`src/rtl/eeprom_2w_slave.sv`:
```
module eeprom_2w_slave #(
  parameter int WRITE_CYCLES = 3000,
  parameter int MEM_BYTES    = 256,
  parameter int PAGE_BYTES   = 16,
  parameter logic [3:0] DEV_CODE = 4'b1010
) (
  input  logic       clk,
  input  logic       rst_n,
  input  logic       scl,
  input  logic       sda_in,
  output logic       sda_oe,
  input  logic [2:0] a_strap,
  input  logic       wp_lock
);
  localparam int AW = $clog2(MEM_BYTES);
  localparam int PW = $clog2(PAGE_BYTES);
  localparam int CW = $clog2(WRITE_CYCLES + 1);

  typedef enum logic [2:0] {S_IDLE, S_DEV, S_WADR, S_WDAT, S_RDAT} st_t;

  st_t st;
  logic scl_q, sda_q, mack;
  logic [3:0] bitcnt;
  logic [7:0] shreg;
  logic [6:0] txbyte;
  logic [AW-1:0] addr;
  logic [CW-1:0] busy_cnt;
  logic [7:0] mem  [MEM_BYTES];
  logic [7:0] pbuf [PAGE_BYTES];
  logic [PAGE_BYTES-1:0] pvalid;

  wire scl_rise = scl & ~scl_q;
  wire scl_fall = ~scl & scl_q;
  wire start_c  = scl & scl_q & sda_q & ~sda_in;
  wire stop_c   = scl & scl_q & ~sda_q & sda_in;
  wire busy     = busy_cnt != '0;
  wire dev_hit  = shreg[7:1] == {DEV_CODE, a_strap};
  wire commit   = stop_c && st == S_WDAT && |pvalid && !(wp_lock && addr[AW-1]);
  wire [2:0] bidx = 3'd7 - bitcnt[2:0];

  assign sda_oe = mack_oe;
  logic mack_oe;

  always_ff @(posedge clk or negedge rst_n) begin
    if (!rst_n) begin
      st <= S_IDLE;
      scl_q <= 1'b1;
      sda_q <= 1'b1;
      mack <= 1'b0;
      mack_oe <= 1'b0;
      bitcnt <= '0;
      shreg <= '0;
      txbyte <= '0;
      addr <= '0;
      busy_cnt <= '0;
      pvalid <= '0;
      for (int i = 0; i < MEM_BYTES; i++) mem[i] <= '0;
      for (int i = 0; i < PAGE_BYTES; i++) pbuf[i] <= '0;
    end else begin
      scl_q <= scl;
      sda_q <= sda_in;
      if (busy) busy_cnt <= busy_cnt - 1'b1;
      if (start_c) begin
        st <= S_DEV;
        bitcnt <= '0;
        mack_oe <= 1'b0;
        pvalid <= '0;
      end else if (stop_c) begin
        st <= S_IDLE;
        bitcnt <= '0;
        mack_oe <= 1'b0;
        pvalid <= '0;
        if (commit) begin
          for (int i = 0; i < PAGE_BYTES; i++)
            if (pvalid[i]) mem[{addr[AW-1:PW], PW'(i)}] <= pbuf[i];
          busy_cnt <= CW'(WRITE_CYCLES);
        end
      end else if (st != S_IDLE) begin
        if (scl_rise) begin
          shreg <= {shreg[6:0], sda_in};
          bitcnt <= bitcnt + 1'b1;
          if (bitcnt == 4'd8) mack <= ~sda_in;
        end
        if (scl_fall) begin
          if (bitcnt == 4'd8) begin
            mack_oe <= 1'b0;
            case (st)
              S_DEV:
                if (dev_hit && !busy) begin
                  mack_oe <= 1'b1;
                  st <= shreg[0] ? S_RDAT : S_WADR;
                end else st <= S_IDLE;
              S_WADR: begin
                addr <= shreg[AW-1:0];
                mack_oe <= 1'b1;
                st <= S_WDAT;
              end
              S_WDAT: begin
                pbuf[addr[PW-1:0]] <= shreg;
                pvalid[addr[PW-1:0]] <= 1'b1;
                addr[PW-1:0] <= addr[PW-1:0] + 1'b1;
                mack_oe <= 1'b1;
              end
              default: ;
            endcase
          end else if (bitcnt == 4'd9) begin
            bitcnt <= '0;
            mack_oe <= 1'b0;
            if (st == S_RDAT) begin
              if (mack) begin
                txbyte <= mem[addr][6:0];
                mack_oe <= ~mem[addr][7];
                addr <= addr + 1'b1;
              end else st <= S_IDLE;
            end
          end else if (st == S_RDAT && bitcnt != 4'd0) begin
            mack_oe <= ~txbyte[bidx];
          end
        end
      end
    end
  end
endmodule


```
`config.mk`:
```
export PLATFORM = sky130hd
export DESIGN_NAME = eeprom_2w_slave
export DESIGN_NICKNAME = d
export VERILOG_FILES = /design/src/rtl/eeprom_2w_slave.sv
export SDC_FILE = /design/constraint.sdc
export NUM_CORES = 2
export LEC_CHECK = 0
export CAP_MARGIN = 5
export CORE_MARGIN = 5
export CORE_UTILIZATION = 40
export CTS_BUF_LIST = sky130_fd_sc_hd__clkbuf_2
export DETAILED_ROUTE_END_ITERATION = 7
export DONT_BUFFER_PORTS = 1
export PLACE_DENSITY = 0.64
export SYNTH_ARGS = -nofsm -noshare
export SYNTH_HDL_FRONTEND = slang
export SYNTH_SLANG_ARGS = --single-unit
export TNS_END_PERCENT = 5
```
`constraint.sdc`:
```
create_clock -name clk -period 4.9 [get_ports clk]
set_clock_uncertainty 0.2 [all_clocks]
set_input_delay 0.49 -clock clk [delete_from_list [all_inputs] [get_ports clk]]
set_output_delay 0.49 -clock clk [all_outputs]
set_load 0.03 [all_outputs]
```
==> results.md <==
* Hold_sp: wp_lock
* Area grow syn2layout at 10.7%
* Top-count cell post-synth: dfrtp_1
* Final cycle utilization of the critical path at 96.9%
* R2R depth at 8
* Met2 Wirelength at 177 mm
* Status: finished, final reports clean
* Total of max-cap violations at 0
* Die footprint at around 260000 um2
* Rel. slew slack at 5.97%
* TritonCTS Buffers at between 500 and 600
* FFs w/ async S/R, synth at between 90% and 100%
* Worst-Skew Late Latency at 1.97 ns
* Core area at 252000 um2
* Worst r2r src: addr[0]
* Slew Viols, Final at 0
* Post-synth top cells: 2236 x dfrtp_1, 2185 x mux2_2, 568 x mux4_2
* Clock sink total at between 2000 and 2500
* Filler Cell Count at 22700
* Layout cells sized above 1 at 58.1%
* Clk buf depth at 4
* Worst vdd ir at 0.000228 V
* Endpoints failing setup at 0
* Unrepaired setup endpoints after global routing: false
* Final WL at 400 mm
* DRT met1 WL at 151 mm
* Capture point of the worst reg-to-reg path: txbyte[1]
* Num rows at approximately 180
* Final antenna-violating net count at 0
* Worst slack, placed at -0.863 ns
* Period minus WS final at 4.75 ns
* First-pass DRT Iterations at 6
* Top cell type by total area after synthesis: dfrtp_1
* Worst Hold Class: input port to flop
* PwrDens at around 280 nW/um2
* Critical Path AT at 6.39 ns
* Tot Pwr at 31.9 mW
* Worst hold path endpoint: mem[460]
* Final RePlAce weighted congestion at around 1.0
* Worst Path Max Fanout at 24
* Final instance area at 112000 um2
* Port Buffers at 0
* Fin cells at 10600
* Least-Margin Pin Slew at 1.40 ns
* Die Wd at 513 um
* Crit. Startpoint: addr[0]
* Placed wire-length estimate at 268 mm
* Post-cts gate resize count at 0
* Final hold slack at ~0.27 ns
* CTS tree: done
* Syn_area_per_cell at 16.0 um2
* Startpoint types: flop
* Sequential element share of the synthesized area at ~55%
* Yosys warns at 0
* Avg WL per Cell at ~38 um
* Total track usage at between 30% and 40%
* Vias per cell at 6.16
* Largest net degree at the start of global routing at 283
* Die Y-Extent at ~500 um
* Vias in the first global route at 66700
* CTS H-tree lvls at 6
* Starting Density at 40.2%
* Initial antenna violation count at 89
* Top cells by area, synth: dfrtp_1 55%, mux2_2 24%, mux4_2 13%
* Leak at 53.0 nW
* Post-CTS setup buffers at 0
* Mapped Cells at ~6300
* R2r setup slk at 0.15 ns
* I/O Pins at 9
* Crit Path Category: flop to flop
* Critical path required time at 6.54 ns
* Final setup margin at 0.151 ns
* Top Metal Used: met5
* Area after DPL at 106000 um2
* Seq cells post-synth at 2238
* Multi-input logic area at 43500 um2
* Final core occ at 44.5%
* Final Hold Fails at 0
* TNS Setup at 0 ns
* FF+latch area at 56000 um2
* Starting DRT DRC Count at 7118
* Critical Path Sink Type: flop
* Post-synth top area share at around 55%
* Mapped cell area at 101000 um2
* Fmax at 211 MHz
* Dominant synthesized flop cell: dfrtp_1
* Clk pin slew, worst setup/hold paths at 0.17 ns
* Post-Place Cells at 9582
* Via count at 65400
* First-pass GRT wire length at 549 mm
* Synth unique cells at 76
* Hold path depth at 5
* Post-synth EDFFs at 0
* Drt drc at 0
* Met3 routed WL at 41.8 mm
* Final-stage net count at 6878
* Syn Nets at 6324
* Total grt overflow at 0
* Clock root buffer: clkbuf_2
## placed cells by master, fill, tap and decap left out, types with 6 or more instances in the layout
master | Yosys | routed
a21o_1 | 18 | 18
a21oi_1 | 45 | 45
a221oi_1 | 11 | 11
a22o_1 | 10 | 10
a22oi_1 | 52 | 52
a31oi_1 | 12 | 12
and2_1 | 6 | 6
buf_12 | 0 | 19
buf_16 | 0 | 21
buf_4 | 29 | 275
clkbuf_2 | 0 | 871
clkinv_1 | 1 | 73
dfrtp_1 | 2236 | 2228
diode_2 | 0 | 42
dlygate4sd3_1 | 0 | 21
ha_1 | 9 | 9
inv_1 | 10 | 10
inv_2 | 1 | 9
mux2_2 | 2185 | 2185
mux2i_1 | 74 | 74
mux4_2 | 568 | 568
nand2_1 | 105 | 101
nand2_2 | 7 | 11
nand2b_1 | 13 | 13
nand3_1 | 30 | 27
nand4_1 | 9 | 9
nor2_1 | 120 | 111
nor2_2 | 142 | 151
nor2_4 | 58 | 58
nor2b_1 | 17 | 15
nor3_1 | 32 | 32
nor4_1 | 16 | 15
o211ai_1 | 6 | 6
o21ai_0 | 28 | 28
o22ai_1 | 13 | 13
o32a_1 | 6 | 6
or3_1 | 7 | 7
xnor2_1 | 7 | 7
xor2_1 | 9 | 9
## kinds of logic after synthesis
logic type | count (synthesis) | share of synthesized area, %
muxes | 2827 | 37.7
DFF | 2238 | 55.4
xor gates and xnor gates | 16 | 0.139
buffers and inverters | 388 | 1.69
AOI/OAI and AO/OA | 244 | 1.69
adders and majority gates | 9 | 0.111
and+or+nand+nor | 585 | 3.31
## worst max path at each step
stage | endpoint | cells after the start
floorplan | txbyte[5] | 10
global placement | mem[753] | 5
detailed placement | mem[753] | 5
CTS | mem[121] | 11
global route | mem[572] | 8
finish | txbyte[1] | 8
## worst max-delay path: stages (launching register included)
cell and delay (ns):
dfrtp_4 1.07, buf_4 0.34, mux4_2 0.59, mux2i_1 0.20
o22ai_1 0.12, o21ai_0 1.11, nand2_1 0.24, or3_1 0.43
o32a_1 0.29
## flip-flops by register name, indices dropped and copies added (netlist names), 3 cells and up
register / cells
mem: 2048
pbuf: 128
pvalid: 16
busy_cnt: 12
addr: 8
shreg: 8
txbyte: 7
bitcnt: 4
st: 3
## routing by layer
layer  track usage (%)  up-vias
met5                 0        -
met2              44.5     3638
met4              19.3       28
met3              9.35      973
met1              38.3    35600
li1                  -    25100
## power by group
group          internal [mW]  total, mW  switching [mW]
sequential              18.5       18.6          0.0829
clock                   4.85       12.7            7.89
combinational         0.0872      0.582           0.495
## cell type report
cell class	instances	area share, %
well taps	3348	3.74
repair buffers	337	2.91
clock inverters	92	0.419
multi-input cells	3681	38.9
clock buffers	871	3.89
flip-flops and latches	2238	50.0
diodes	42	0.0938
inverters	12	0.0469
## timing repair
| action | 4_1_cts | 5_1_grt |
|---|---|---|
| setup endpoints to repair | 0 | 128 |
| hold buffers | 24 | 8 |
| hold endpoints to repair | 3556 | 472 |
No activity file was read; power rests on OpenSTA's default activity.
